==> config.mk <==
export PLATFORM = sky130hd
export DESIGN_NAME = keyin_port
export DESIGN_NICKNAME = d
export VERILOG_FILES = /design/src/rtl/keyin_pkg.sv /design/src/rtl/keyin_capture.sv /design/src/rtl/keyin_ctrl.sv /design/src/rtl/keyin_bus.sv /design/src/rtl/keyin_port.sv
export SDC_FILE = /design/constraint.sdc
export NUM_CORES = 1
export LEC_CHECK = 0
export BUFFER_PORTS_ARGS = -buffer_cell sky130_fd_sc_hd__buf_4
export CAP_MARGIN = 0
export CORE_UTILIZATION = 34
export CTS_CLUSTER_SIZE = 14
export DETAILED_ROUTE_END_ITERATION = 7
export PLACE_DENSITY = 0.79
export SLEW_MARGIN = 20
export SYNTH_ARGS = -nofsm -noshare
export SYNTH_HDL_FRONTEND = slang
export SYNTH_SLANG_ARGS = --single-unit
==> constraint.sdc <==
create_clock -name clk -period 1.9 [get_ports clk]
set_input_delay 0.475 -clock clk [delete_from_list [all_inputs] [get_ports clk]]
set_output_delay 0.475 -clock clk [all_outputs]
set_load 0.005 [all_outputs]
==> src/rtl/keyin_pkg.sv <==
package keyin_pkg;
    localparam int OFF_DATA = 0;
    localparam int OFF_STAT = 4;
    localparam int OFF_CTRL = 8;
    localparam int STAT_OVR_BIT = 0;
    localparam int STAT_RDY_BIT = 1;
    localparam int STAT_IRQ_BIT = 2;
    localparam int CTRL_EN_BIT  = 1;

    typedef enum logic [1:0] {
        SEL_NONE,
        SEL_DATA,
        SEL_STAT,
        SEL_CTRL
    } regsel_e;

    typedef struct packed {
        logic overrun;
        logic ready;
    } flags_t;
endpackage

==> src/rtl/keyin_capture.sv <==
module keyin_capture
    import keyin_pkg::*;
#(
    parameter int CHAR_W = 8
) (
    input  logic              clk,
    input  logic              rst,
    input  logic              char_valid,
    input  logic [CHAR_W-1:0] char_data,
    input  logic              consume,
    input  logic              status_rd,
    output logic [CHAR_W-1:0] char_q,
    output flags_t            flags_q
);
    logic lost;
    assign lost = char_valid && flags_q.ready && !consume;

    always_ff @(posedge clk) begin
        if (rst) begin
            char_q  <= '0;
            flags_q <= '0;
        end else begin
            if (char_valid) char_q <= char_data;
            if (char_valid)   flags_q.ready <= 1'b1;
            else if (consume) flags_q.ready <= 1'b0;
            if (lost)           flags_q.overrun <= 1'b1;
            else if (status_rd) flags_q.overrun <= 1'b0;
        end
    end

    AST_ARRIVAL_READY: assert property (@(posedge clk) disable iff (rst)
        char_valid |=> flags_q.ready);
    AST_CONSUME_CLEARS: assert property (@(posedge clk) disable iff (rst)
        (consume && !char_valid) |=> !flags_q.ready);
    AST_OVERRUN_SET: assert property (@(posedge clk) disable iff (rst)
        (char_valid && flags_q.ready && !consume) |=> flags_q.overrun);
    AST_COLLIDE_NO_OVR: assert property (@(posedge clk) disable iff (rst)
        (char_valid && consume && !flags_q.overrun) |=> !flags_q.overrun);
endmodule

==> src/rtl/keyin_ctrl.sv <==
module keyin_ctrl (
    input  logic clk,
    input  logic rst,
    input  logic ctrl_wr,
    input  logic enable_in,
    input  logic ready,
    output logic enable_q,
    output logic irq
);
    always_ff @(posedge clk) begin
        if (rst)          enable_q <= 1'b0;
        else if (ctrl_wr) enable_q <= enable_in;
    end

    assign irq = ready && enable_q;

    AST_ENABLE_LOAD: assert property (@(posedge clk) disable iff (rst)
        ctrl_wr |=> (enable_q == $past(enable_in)));
    AST_ENABLE_HOLD: assert property (@(posedge clk) disable iff (rst)
        !ctrl_wr |=> $stable(enable_q));
endmodule

==> src/rtl/keyin_bus.sv <==
module keyin_bus
    import keyin_pkg::*;
#(
    parameter int ADDR_W = 4,
    parameter int DATA_W = 32,
    parameter int CHAR_W = 8
) (
    input  logic              clk,
    input  logic              rst,
    input  logic              bus_rd,
    input  logic              bus_wr,
    input  logic [ADDR_W-1:0] bus_addr,
    input  logic [DATA_W-1:0] bus_wdata,
    input  logic [CHAR_W-1:0] char_q,
    input  flags_t            flags,
    input  logic              enable,
    input  logic              irq,
    output logic              consume,
    output logic              status_rd,
    output logic              ctrl_wr,
    output logic              enable_wdata,
    output logic [DATA_W-1:0] bus_rdata
);
    localparam logic [ADDR_W-1:0] A_DATA = ADDR_W'(OFF_DATA);
    localparam logic [ADDR_W-1:0] A_STAT = ADDR_W'(OFF_STAT);
    localparam logic [ADDR_W-1:0] A_CTRL = ADDR_W'(OFF_CTRL);

    regsel_e sel;
    logic [DATA_W-1:0] rd_mux;
    logic unused_wdata;

    always_comb begin
        unique case (bus_addr)
            A_DATA:  sel = SEL_DATA;
            A_STAT:  sel = SEL_STAT;
            A_CTRL:  sel = SEL_CTRL;
            default: sel = SEL_NONE;
        endcase
    end

    assign consume      = bus_rd && (sel == SEL_DATA);
    assign status_rd    = bus_rd && (sel == SEL_STAT);
    assign ctrl_wr      = bus_wr && (sel == SEL_CTRL);
    assign enable_wdata = bus_wdata[CTRL_EN_BIT];
    assign unused_wdata = ^bus_wdata;

    always_comb begin
        rd_mux = '0;
        case (sel)
            SEL_DATA: rd_mux = DATA_W'(char_q);
            SEL_STAT: begin
                rd_mux[STAT_OVR_BIT] = flags.overrun;
                rd_mux[STAT_RDY_BIT] = flags.ready;
                rd_mux[STAT_IRQ_BIT] = irq;
            end
            SEL_CTRL: rd_mux[CTRL_EN_BIT] = enable;
            default:  rd_mux = '0;
        endcase
    end

    always_ff @(posedge clk) begin
        if (rst)         bus_rdata <= '0;
        else if (bus_rd) bus_rdata <= rd_mux;
    end

    AST_RDATA_HOLD: assert property (@(posedge clk) disable iff (rst)
        !bus_rd |=> $stable(bus_rdata));
    AST_UNMAPPED_ZERO: assert property (@(posedge clk) disable iff (rst)
        (bus_rd && sel == SEL_NONE) |=> (bus_rdata == '0));
    AST_DATA_ZERO_EXT: assert property (@(posedge clk) disable iff (rst)
        (bus_rd && sel == SEL_DATA) |=> (bus_rdata[DATA_W-1:CHAR_W] == '0));
endmodule

==> src/rtl/keyin_port.sv <==
module keyin_port
    import keyin_pkg::*;
#(
    parameter int ADDR_W = 4,
    parameter int DATA_W = 32,
    parameter int CHAR_W = 8
) (
    input  logic              clk,
    input  logic              rst,
    input  logic              char_valid,
    input  logic [CHAR_W-1:0] char_data,
    input  logic              bus_rd,
    input  logic              bus_wr,
    input  logic [ADDR_W-1:0] bus_addr,
    input  logic [DATA_W-1:0] bus_wdata,
    output logic [DATA_W-1:0] bus_rdata,
    output logic              irq
);
    logic [CHAR_W-1:0] char_q;
    flags_t            flags;
    logic              consume, status_rd, ctrl_wr, enable_wdata, enable_q;

    keyin_capture #(.CHAR_W(CHAR_W)) u_capture (
        .clk(clk), .rst(rst), .char_valid(char_valid), .char_data(char_data),
        .consume(consume), .status_rd(status_rd), .char_q(char_q), .flags_q(flags)
    );

    keyin_ctrl u_ctrl (
        .clk(clk), .rst(rst), .ctrl_wr(ctrl_wr), .enable_in(enable_wdata),
        .ready(flags.ready), .enable_q(enable_q), .irq(irq)
    );

    keyin_bus #(.ADDR_W(ADDR_W), .DATA_W(DATA_W), .CHAR_W(CHAR_W)) u_bus (
        .clk(clk), .rst(rst), .bus_rd(bus_rd), .bus_wr(bus_wr), .bus_addr(bus_addr),
        .bus_wdata(bus_wdata), .char_q(char_q), .flags(flags), .enable(enable_q),
        .irq(irq), .consume(consume), .status_rd(status_rd), .ctrl_wr(ctrl_wr),
        .enable_wdata(enable_wdata), .bus_rdata(bus_rdata)
    );

    AST_DISABLE_QUIETS: assert property (@(posedge clk) disable iff (rst)
        (bus_wr && bus_addr == ADDR_W'(OFF_CTRL) && !bus_wdata[CTRL_EN_BIT]) |=> !irq);
    AST_IRQ_NEEDS_READY: assert property (@(posedge clk) disable iff (rst)
        irq |-> flags.ready);
endmodule

==> impl_metrics.toml <==
[grt]
globalRouteMet3Util = 0.0576
grt_pass1_vias = 699
grt_start_max_net_pins = 20
antenna_found_initial = 0
use_met1 = 0.133
grt_pass1_wl_mm = 2.88
grt_overflow_total = 0
grt.busiest_layer = "met2"
grtUsageTotal = 0.117
met2_usage = 0.199

[critical_path]
cp_slowest_cell = "or3_1"
cp-start-kind = "input pin"
max_stage_delay_ps = 350
end_kind = "flop"
critPathBufInv = 2
crit_fanout = 4
r2r_slack_ps = 870
crit_arrival_ps = 1920
path_class = "input pin to flop"
cp.required_ps = 2130
crit_chain = "buf_4, xnor2_1, or3_1, ha_1, buf_4, a21boi_0, a22oi_1, nor2_1"
crit_path_frequent_cell = "buf_4"
crit_family = "simple AND/OR/NAND/NOR gates"

[logic_synthesis]
synth_area_sq_um = 1000
synth_edf_count = 0
syn_inst = 113
synthTopCellsByArea = "dfxtp_1 38%, buf_4 18%, mux2i_1 8.0%"
ys.flop_type = "dfxtp_1"
synth_top_area_share = 0.379
async_flop_share = 0
yosysTopAreaCell = "dfxtp_1"
ys_ff_latch = 19
synth_common_cells = "24 x buf_4, 19 x dfxtp_1, 13 x nor2_1"
synth_warnings = 0
avgSynthCellArea_sq_um = 8.88
yosysMostFrequentCell = "buf_4"
synth_seq_area_share = 0.379
yosysUniqueCellTypes = 25

[layout]
drive_above_1_share = 0.259
fin_nets = 197
antennaDiodeCount = 0
utilization = 0.426
fin_cells = 174
fill_cells = 278
syn_to_final_growth_pct = 18.2
fin_area_sq_um = 1190

[placement]
routabilityCongestion = 0.745
dpl_cell_area_sq_um = 1160
placed_cells = 170
place_worst_setup_slack_ps = -116
io_buffers = 26
dp_hpwl_mm = 1.34

[timing]
min_period_over_period = 0.886
drv_slew = 0
period_minus_slack_ps = 1680
setup_ws_ps = 216
rsz0062_at_grt = "false"
setup_tns_ps = 0
setup_violations = 0
holdWs_ps = 416
fmax_mhz = 594
final_hold_viol_count = 0
finClkSkew_ps = 3.50

[power]
p_int_mw = 0.541
switching_share = 0.244
comb_power_share = 0.140
power.total_mw = 0.715
p_leak_nw = 0.571
p_clk_frac = 0.273
ir_drop_mv = 0.503
power_switching_mw = 0.174
seqPwrFrac = 0.587
powerDensity_nw_per_um2 = 603

[clock_network]
cts.sinks = 19
ctsHoldBuffers = 0
numCtsBuffers = 3
h-tree-depth = 1
cts_tree = "yes"
cts_setup_buffers = 0
clk_pin_slew_ps = 100
cts_buffer_depth = 2
root_buffer = "clkbuf_4"
cts_resized = 0
clk_latency_ps = 290

[detailed_routing]
drt-pass1-iter-count = 4
ant_nets = 0
first_iter_violations = 15
drc = 0
finalWirelength_mm = 1.70
vias = 748
vias_per_cell = 4.30
drt-wirelength-per-cell_microns = 9.79

[floorplanning]
rows = 19
die_width_microns = 56.3
start_util = 0.361
core_area_sq_um = 2780
io_pins = 82
dieArea_sq_um = 3170
die_h_microns = 56.3

[flow_run]
maxCapViolCount = 0

[hold_path]
hp-class = "input pin to flop"

[run_status]
run_status = "completed"
layout by cell type, fill, tap and decap left out, types with 2 or more instances in the layout:
master,Yosys,layout
nor2b_1,3,3
clkbuf_4,0,3
ha_1,4,4
dfxtp_1,19,19
nor2_1,13,13
a21oi_1,9,9
nand2_1,3,3
buf_4,24,32
nand2b_1,6,6
inv_1,2,2
mux2i_1,8,8
nand3_1,6,6
conb_1,1,24
sequential cells by signal, summed over array words and instances (netlist names):
register / count
u_capture.char_q: 8
u_bus.bus_rdata: 8
u_capture.flags_q: 2
u_ctrl.enable_q: 1
path summary, 6_finish.rpt:
path | to | startpoint | depth (start not counted)
setup / recovery | u_capture.flags_q[1] | bus_addr[2] | 8
hold / removal | u_capture.char_q[7] | char_data[7] | 3
setup reg to reg | u_bus.bus_rdata[1] | u_capture.flags_q[0] | 3
hold reg to reg | u_bus.bus_rdata[7] | u_capture.char_q[7] | 2
power by group through the flow:
stage | Sequential (mW) | Clock [mW] | Combinational, mW
6_report | 0.420 | 0.195 | 0.100
3_3_place_gp | 0.428 | 0 | 0.0972
4_1_cts | 0.420 | 0.204 | 0.101
3_5_place_dp | 0.429 | 0 | 0.101
2_1_floorplan | 0.427 | 0 | 0.0945
5_1_grt | 0.421 | 0.224 | 0.113
layout make-up:
cell class,count,area [sq um],share of cell area
multi-input cells,86,492,0.415
flip-flops and latches,19,380,0.321
repair buffers,32,240,0.203
well taps,31,38.8,0.0327
clock buffers,3,22.5,0.0190
inverters,2,7.51,0.00633
clock inverters,1,5.00,0.00422
routing by layer:
layer | routed length, microns | part of all wire
met2 | 859 | 0.50
met5 | 0 | 0
met1 | 705 | 0.41
met4 | 0 | 0
met3 | 139 | 0.082
kinds of logic after synthesis:
kind of cell | share of synthesized area
and+or+nand+nor | 0.172
buffers and inverters | 0.217
DFF | 0.379
AOI/OAI and AO/OA | 0.0898
muxes | 0.0798
adders and majority gates | 0.0499
other | 0.00374
xor gates and xnor gates | 0.00873
tightest hold or removal path, delay by kind of cell:
family	cells	cell delay, ps
buf+inv	1	80
mux	1	60
simple gates	1	70
(Power assumes the default switching activity.)
